`src/rtl/fold_seq_counter.sv`:
```
module fold_seq_counter #(
  parameter int W = 5
) (
  input  logic         clk_i,
  input  logic         rst_i,
  output logic [W-1:0] cnt_o
);

  localparam logic [W-1:0] LoTop = (W)'((1 << (W-1)) - 1);
  localparam logic [W-1:0] HiBot = (W)'(1 << (W-1));
  localparam logic [W-1:0] AllOn = '1;

  logic [W-1:0] state_q;
  logic [W-1:0] state_d;
  logic         upper;

  assign upper = state_q[W-1];

  always_comb begin
    if (state_q == LoTop)      state_d = AllOn;
    else if (state_q == HiBot) state_d = '0;
    else if (upper)            state_d = state_q - 1'b1;
    else                       state_d = state_q + 1'b1;
  end

  always_ff @(posedge clk_i) begin
    if (rst_i) state_q <= '0;
    else       state_q <= state_d;
  end

  assign cnt_o = state_q;

  logic armed_q = 1'b0;
  always_ff @(posedge clk_i) if (rst_i) armed_q <= 1'b1;

  p_reset_zero_r2: assert property (@(posedge clk_i)
    $past(rst_i) |-> cnt_o == '0);

  p_step_up_r3: assert property (@(posedge clk_i) disable iff (rst_i || !armed_q)
    (!cnt_o[W-1] && cnt_o != LoTop) |=> ($past(rst_i) || cnt_o == $past(cnt_o) + 1'b1));

  p_leap_top_r4: assert property (@(posedge clk_i) disable iff (rst_i || !armed_q)
    (cnt_o == LoTop) |=> ($past(rst_i) || cnt_o == AllOn));

  p_step_down_r5: assert property (@(posedge clk_i) disable iff (rst_i || !armed_q)
    (cnt_o[W-1] && cnt_o != HiBot) |=> ($past(rst_i) || cnt_o == $past(cnt_o) - 1'b1));

  p_wrap_zero_r6: assert property (@(posedge clk_i) disable iff (rst_i || !armed_q)
    (cnt_o == HiBot) |=> ($past(rst_i) || cnt_o == '0));

endmodule

```
`config.mk`:
```
export PLATFORM = sky130hd
export DESIGN_NAME = fold_seq_counter
export DESIGN_NICKNAME = d
export VERILOG_FILES = /design/src/rtl/fold_seq_counter.sv
export SDC_FILE = /design/constraint.sdc
export NUM_CORES = 1
export LEC_CHECK = 0
export ABC_AREA = 0
export ABC_CLOCK_PERIOD_IN_PS = 1690
export BUFFER_PORTS_ARGS = -buffer_cell sky130_fd_sc_hd__clkbuf_2
export CAP_MARGIN = 10
export CORE_AREA = 4 4 41 43
export CTS_BUF_LIST = sky130_fd_sc_hd__clkbuf_16
export DETAILED_ROUTE_END_ITERATION = 6
export DIE_AREA = 0 0 45 47
export PLACE_DENSITY = 0.37
export SLEW_MARGIN = 20
export SYNTH_ARGS = -nofsm -noshare
export SYNTH_HDL_FRONTEND = slang
export SYNTH_SLANG_ARGS = --single-unit
```
`constraint.sdc`:
```
create_clock -name clk_i -period 1.69 [get_ports clk_i]
set_clock_uncertainty 0.15 [all_clocks]
set_input_delay 0.169 -clock clk_i [delete_from_list [all_inputs] [get_ports clk_i]]
set_output_delay 0.169 -clock clk_i [all_outputs]
set_load 0.05 [all_outputs]
```
Word level (Yosys, flattened, before mapping)
Cells that the tools add are included.
Widths: inputs -> output; s select.
{ "classes": {"addsub": 2, "eq_ne": 2, "n_mux": 3} }
{ "op_table": {"columns": ["cell", "count"], "rows": [
  ["$mux 5", 3],
  ["$add 5x1->5 const B", 1],
  ["$eq 5x4->1 const B", 1],
  ["$eq 5x5->1 const B", 1],
  ["$sub 5x1->5 const B", 1]
]} }
{ "word_totals": {"output_inout_bits": 5, "reg_bits": 5, "wordCells": 8} }

Longest topological paths before layout
Gate-level depths: netlist of the first run.
{ "logic_depth": {"word_depth": 4, "depth_mapped": 6, "ltp_nobuf": 6} }

Worst setup path after synthesis of the first run
Ideal clock, no wire load.
{ "synth_path": {"path_type": "reg-to-reg", "startpoint": "register state_q[0], in the netlist cnt_o[0]", "endpoint": "register state_q[4], in the netlist cnt_o[4]", "setup_time_ns": 0.070, "stages_incl_launch_ff": 7, "arrival_ns": 1.712, "path_slack_ns": -0.241, "required_time_ns": 1.470, "cell_sequence": "dfxtp_1 > inv_1 > fa_1 > nor2b_1 > o21a_1 > o21ai_0 > a21oi_1"} }
{ "synth_via": {"elab_chain_len": 4} }
{ "synth_lines": {"columns": ["element", "line_no", "rtl"], "rows": [
  ["start: declaration", "13", "logic [W-1:0] state_q;"],
  ["start signal: assignment", "28", "else state_q <= state_d;"],
  ["$add 5x1->5 / $sub 5x1->5 (equally long branches)", "23, 22", null],
  ["$mux 5", "22", "else if (upper) state_d = state_q - 1'b1;"],
  ["$mux 5", "21", "else if (state_q == HiBot) state_d = '0;"],
  ["$mux 5 (*)", "20", "if (state_q == LoTop) state_d = AllOn;"]
]} }
Mark *: on every way between the ends. The rest lies on a longest branch, timed or not.
A chain may end at the register's enable or synchronous reset.

Worst setup path after layout of the first run
Ends and elaborated chain as after synthesis.

==> flow_metrics.py, run 1 <==
metrics = {
    "yosys": {
        "netlist_area_um2": 299,
        "synthArstFlopShare_pct": 0,
        "syn-instance-count": 34,
        "synth.area.mux_share_pct": 0,
        "synth.area.top_cells": "dfxtp_1, ha_1, a21oi_1, fa_1, inv_1",
        "syn_area_per_cell_um2": 8.80,
        "synth_top_area_cell": "dfxtp_1",
        "synth_top_area_share_pct": 33.5,
        "synth-edff-count": 0,
        "synth_common_cells": "a21oi_1, dfxtp_1, inv_1, nor2_1, ha_1",
        "synth_ff_type": "dfxtp_1",
        "synth-seq-cells": 5,
        "yosys.area_share.adder_pct": 19.2,
        "yosys_warnings": 0,
        "synth_xor_area_share_pct": 2.93,
        "netlist-cell-type-count": 16,
        "synth_compound_area_share_pct": 20.9,
        "seq_area_frac_synth_pct": 33.5,
        "synth-simple-area-share_pct": 18.4,
        "synth_top_family_by_area": "compound AO/OA/AOI/OAI gates",
        "syn_nets": 40,
    },
    "power_and_ir_drop": {
        "switching_share_pct": 21.9,
        "leakagePower_uw": 0.000190,
        "p_comb_share_pct": 11.0,
        "seqPwrFrac_pct": 23.4,
        "clkPwrFrac_pct": 65.7,
        "p_total_uw": 582,
        "p_int_uw": 455,
        "peakVddDrop_mv": 0.790,
        "power_density_nw_per_um2": 1330,
        "p_sw_uw": 127,
    },
    "drt": {
        "drtPass1Iterations": 2,
        "avgViaCountPerCell": 4.54,
        "drcViolationCount": 0,
        "vias": 268,
        "drt-total-wl_um": 722,
        "drtAntennaViolNets": 0,
        "initialDrtViolationCount": 4,
        "wl_per_cell_um": 12.2,
    },
    "place": {
        "gp_congestion": 0.704,
        "io_buffers": 6,
        "dp_hpwl_um": 542,
        "dpl_cell_area_um2": 355,
        "place_ws_ns": 0.112,
    },
    "sta": {
        "hold_ws_ns": 0.0138,
        "tightestPinTransition_ns": 0.282,
        "setup_slack_ns": 0.167,
        "slew_headroom_pct": 81.3,
        "hold_viol_final": 0,
        "period_share_pct": 90.1,
        "fmax_mhz": 657,
        "fin_tns_setup_ns": 0,
        "rsz0062_at_grt": "no",
        "period_needed_ns": 1.52,
        "setup_viol": 0,
        "slew_violations": 0,
    },
    "worst_setup_path": {
        "required_ns": 1.69,
        "setup.worst_path.start": "cnt_o[0]$_SDFF_PP0_",
        "worstReg2RegStart": "cnt_o[0]$_SDFF_PP0_",
        "critPathKind": "reg2reg",
        "cp.arrival_ns": 1.52,
        "worstSetupStartpointType": "register",
        "crit_fanout": 5,
        "end_kind": "register",
    },
    "clock_network": {
        "cts.sinks": 5,
        "htree_levels": 1,
        "cts_hold_buf": 0,
        "cts_buffers": 3,
        "cts_setup_buffers": 0,
        "cts_repair_resize_count": 0,
        "path_clk_slew_ns": 0.03,
        "clk_path_buf_depth": 2,
        "cts_tree": "done",
        "insertion_delay_ns": 0.23,
        "cts_root_buffer": "clkbuf_16",
    },
    "global_route": {
        "grt_pass1_vias": 284,
        "grt_pass1_wl_mm": 1.28,
        "grt_max_degree": 8,
        "overflow": 0,
        "antenna_found_initial": 0,
        "grt_use_total_pct": 9.12,
    },
    "flow_run": {
        "max_cap_violations": 0,
    },
    "final_layout": {
        "area_growth_pct": 46.0,
        "finalInstanceArea_um2": 437,
        "largest_reg_flops": 5,
        "drive_above_1_share_pct": 36.4,
        "num_antenna_cells": 0,
        "finalNetCount": 51,
    },
    "outcome": {
        "outcome": "finished clean",
    },
    "worst_hold_path": {
        "hold_class": "in2reg",
        "min-delay-start": "rst_i",
    },
    "floorplanning": {
        "dieArea_um2": 2120,
        "fp.dieW_um": 45,
        "start_util_pct": 23.0,
        "die_y_um": 47,
        "rows": 13,
        "num_io_pins": 7,
        "coreArea_um2": 1300,
    },
}
final timing paths:
| check | endpoint | slack (ns) | cells past startpoint |
|---|---|---|---|
| setup / recovery | cnt_o[4]$_SDFF_PP0_ | 0.17 | 6 |
| hold reg to reg | cnt_o[0]$_SDFF_PP0_ | 0.50 | 3 |
| setup reg to reg | cnt_o[4]$_SDFF_PP0_ | 0.17 | 6 |
| hold / removal | cnt_o[2]$_SDFF_PP0_ | 0.01 | 2 |
layer usage:
layer | vias to the layer above | track usage, % | wire [µm]
met1 | 123 | 10.6 | 300
li1 | 137 | - | -
met3 | 0 | 7.28 | 70
met5 | - | 0 | 0
met4 | 0 | 3.51 | 0
met2 | 8 | 12.4 | 351
area by class of cell:
class | count | area [µm²]
Clock buffer | 3 | 75.1
Clock inverter | 1 | 3.75
Inverter | 4 | 15.0
Sequential cell | 5 | 108
Fill cell | 152 | 865
Tap cell | 15 | 18.8
Timing Repair Buffer | 6 | 30.0
Multi-Input combinational cell | 25 | 186
cell usage in the layout (no fill, tap or decap), drive strengths merged, types with 2 or more instances in the layout:
| cell type | instances |
|---|---|
| a21oi | 5 |
| clkbuf | 9 |
| dfxtp | 5 |
| ha | 3 |
| inv | 5 |
| nor2 | 4 |
| o21a | 2 |
| o21ai | 2 |
logic make-up after synthesis:
group	Yosys count
buffers and inverters	4
adders and majority gates	4
and+or+nand+nor	10
DFF	5
AOI/OAI and AO/OA	10
xor gates and xnor gates	1
power groups by stage:
stage | sequential (µW) | combinational [µW] | clock (µW)
after floorplan | 158 | 26.8 | 0
after global placement | 137 | 62.0 | 0
after detailed placement | 138 | 62.0 | 0
after CTS | 136 | 62.1 | 390
after global routing | 138 | 71.4 | 401
final | 136 | 63.8 | 382
worst max-delay path, stage by stage, from the launching register on:
cell and delay (ns):
dfxtp_4 0.37, inv_1 0.08, fa_2 0.41, nor2b_1 0.12, o21a_1 0.11, o21ai_0 0.07, a21oi_1 0.14
per-stage QoR:
| step | std cells | util [%] |
|---|---|---|
| finish | 59 | 33.6 |
| global route | 59 | 33.6 |
| CTS | 59 | 33.4 |
| detailed placement | 55 | 27.3 |
| global placement | 55 | 27.3 |
| floorplan | 34 | - |
No activity file was read; power rests on OpenSTA's default activity.
==> inputs of run 2 (changes only) <==
--- a/config.mk
+++ b/config.mk
@@ -5,15 +5,15 @@
 export SDC_FILE = /design/constraint.sdc
 export NUM_CORES = 1
 export LEC_CHECK = 0
-export ABC_AREA = 0
+export ABC_AREA = 1
 export ABC_CLOCK_PERIOD_IN_PS = 1690
 export BUFFER_PORTS_ARGS = -buffer_cell sky130_fd_sc_hd__clkbuf_2
 export CAP_MARGIN = 10
-export CORE_AREA = 4 4 41 43
+export CORE_AREA = 3 3 40 42
 export CTS_BUF_LIST = sky130_fd_sc_hd__clkbuf_16
 export DETAILED_ROUTE_END_ITERATION = 6
-export DIE_AREA = 0 0 45 47
-export PLACE_DENSITY = 0.37
+export DIE_AREA = 0 0 43 45
+export PLACE_DENSITY = 0.4
 export SLEW_MARGIN = 20
 export SYNTH_ARGS = -nofsm -noshare
 export SYNTH_HDL_FRONTEND = slang
==> run 2 against run 1 <==
Net effect: global-route usage is 1.1 points lower; non-clock buffer count stayed put; clock-buffer cell count stayed put; synthesized area is 10% higher; synthesized cell count is 32% higher; sequential power hardly changed; critical path type unchanged; critical endpoint unchanged; largest cell class unchanged.
==> flow_metrics.py, run 2 <==
metrics = {
    "sta": {
        "tightestPinTransition_ns": 0.281,
        "fin_tns_setup_ns": 0,
        "period_share_pct": 89.6,
        "slew_violations": 0,
        "rsz0062_at_grt": "no",
        "slew_headroom_pct": 81.4,
        "fmax_mhz": 660,
        "hold_viol_final": 0,
        "setup_slack_ns": 0.176,
        "period_needed_ns": 1.51,
        "setup_viol": 0,
    },
    "yosys": {
        "synthArstFlopShare_pct": 0,
        "synth-seq-cells": 5,
        "synth_top_area_cell": "dfxtp_1",
        "synth-edff-count": 0,
        "synth_common_cells": "nand2_1, inv_1, a21oi_1",
        "synth_top_area_share_pct": 30.3,
        "netlist-cell-type-count": 12,
        "synth.area.top_cells": "dfxtp_1, ha_1, a21oi_1, nand2_1, nand3_1",
        "seq_area_frac_synth_pct": 30.3,
        "synth.most_common_cell": "nand2_1",
        "yosys_warnings": 0,
        "synth_ff_type": "dfxtp_1",
        "netlist_area_um2": 330,
        "syn_nets": 51,
        "syn-instance-count": 45,
        "syn_area_per_cell_um2": 7.34,
    },
    "global_route": {
        "grt_pass1_wl_mm": 1.13,
        "overflow": 0,
        "grt_pass1_vias": 306,
        "grt_max_degree": 8,
        "grt_use_total_pct": 8.00,
        "antenna_found_initial": 0,
    },
    "floorplanning": {
        "start_util_pct": 25.7,
        "coreArea_um2": 1280,
        "die_y_um": 45,
        "rows": 13,
        "dieArea_um2": 1940,
        "fp.dieW_um": 43,
        "num_io_pins": 7,
    },
    "power_and_ir_drop": {
        "seqPwrFrac_pct": 23.5,
        "leakagePower_uw": 0.000233,
        "p_sw_uw": 122,
        "power_density_nw_per_um2": 1240,
        "p_comb_share_pct": 10.7,
        "clkPwrFrac_pct": 65.8,
        "peakVddDrop_mv": 0.543,
        "p_int_uw": 449,
        "switching_share_pct": 21.3,
    },
    "worst_setup_path": {
        "end_kind": "register",
        "cp.arrival_ns": 1.52,
        "critPathTopFamily": "adder cells",
        "cpPeakStageDelay_ns": 0.45,
        "worstReg2RegStart": "cnt_o[0]$_SDFF_PP0_",
        "critPathKind": "reg2reg",
        "setup.worst_path.start": "cnt_o[0]$_SDFF_PP0_",
        "cp_cell_sequence": "inv_1, fa_1, inv_1, nand3_1, nand2_1, nand2_1, a21oi_1",
        "crit_fanout": 6,
        "required_ns": 1.69,
        "rrSetupSlack_ns": 0.18,
        "cp_slowest_cell": "fa_1",
        "cp_num_buf_inv": 2,
        "worstSetupStartpointType": "register",
    },
    "clock_network": {
        "clk_path_buf_depth": 2,
        "cts.sinks": 5,
        "path_clk_slew_ns": 0.03,
        "cts_setup_buffers": 0,
        "cts_hold_buf": 0,
        "htree_levels": 1,
        "cts_root_buffer": "clkbuf_16",
        "cts_repair_resize_count": 0,
        "cts_buffers": 3,
        "insertion_delay_ns": 0.22,
        "cts_tree": "done",
    },
    "place": {
        "dp_hpwl_um": 567,
        "io_buffers": 6,
        "gp_congestion": 0.719,
        "place_ws_ns": 0.181,
    },
    "final_layout": {
        "drive_above_1_share_pct": 29.1,
        "largest_reg_flops": 5,
        "area_growth_pct": 39.8,
        "mostFrequentLayoutCells": "inv_1, nand2_1, a21oi_1",
        "num_antenna_cells": 0,
        "finalNetCount": 62,
        "utilization_pct": 35.9,
    },
    "drt": {
        "drcViolationCount": 0,
        "drt-total-wl_um": 680,
        "drtPass1Iterations": 3,
        "wl_per_cell_um": 9.71,
        "initialDrtViolationCount": 6,
        "drtAntennaViolNets": 0,
        "vias": 306,
        "avgViaCountPerCell": 4.37,
    },
    "worst_hold_path": {
        "min-delay-start": "rst_i",
        "hold_class": "in2reg",
    },
    "outcome": {
        "outcome": "finished clean",
    },
    "flow_run": {
        "max_cap_violations": 0,
    },
}
==> run 2: metrics by stage <==
step	std cells	hold slack, ns	total power, µW	instance area [µm²]
after global placement	66	0.247	198	383
after CTS	70	0.00759	578	462
after global routing	70	0.00957	591	462
after detailed placement	66	0.242	198	383
final	70	0.00686	570	462
after floorplan	45	0.0807	183	334
==> run 2: power groups by stage <==
stage / logic, µW / registers (µW) / clock network (µW)
6_report: 61.3 / 134 / 375
5_1_grt: 67.2 / 135 / 389
4_1_cts: 62.0 / 134 / 382
3_5_place_dp: 61.9 / 136 / 0
3_3_place_gp: 62.5 / 136 / 0
2_1_floorplan: 26.8 / 156 / 0
==> run 2: logic make-up (layout without fill, tap and decap cells) <==
kind of cell             Yosys count  after routing  share of synthesized area, %
adder cells (fa/ha/maj)            4              4                          17.4
AO/OA/AOI/OAI                      7              7                          10.6
buffers and inverters              9             19                          10.2
AND/OR/NAND/NOR                   20             20                          31.4
flip-flops                         5              5                          30.3
==> run 2: layout make-up <==
| type | count | area (µm²) |
|---|---|---|
| clock buffer | 3 | 75.1 |
| clock inverter | 1 | 3.75 |
| fill | 140 | 823 |
| inverter | 9 | 33.8 |
| multi-input combinational | 31 | 196 |
| sequential | 5 | 104 |
| tap | 15 | 18.8 |
| timing repair buffer | 6 | 30.0 |
==> run 2: worst paths after layout <==
| kind | endpoint | depth (start not counted) |
|---|---|---|
| worst max register to register | cnt_o[4]$_SDFF_PP0_ | 7 |
| worst max-delay path | cnt_o[4]$_SDFF_PP0_ | 7 |
| worst min register to register | cnt_o[4]$_SDFF_PP0_ | 2 |
| worst min-delay path | cnt_o[4]$_SDFF_PP0_ | 2 |
==> run 2: metal layers <==
metal  vias up  global-route usage (%)  part of all wire (%)
met3         2                   0.797                   6.0
met2         7                    12.0                    44
met1       132                    9.42                    48
met4         0                    9.04                   2.1
met5         -                       0                     0
li1        165                       -                     -
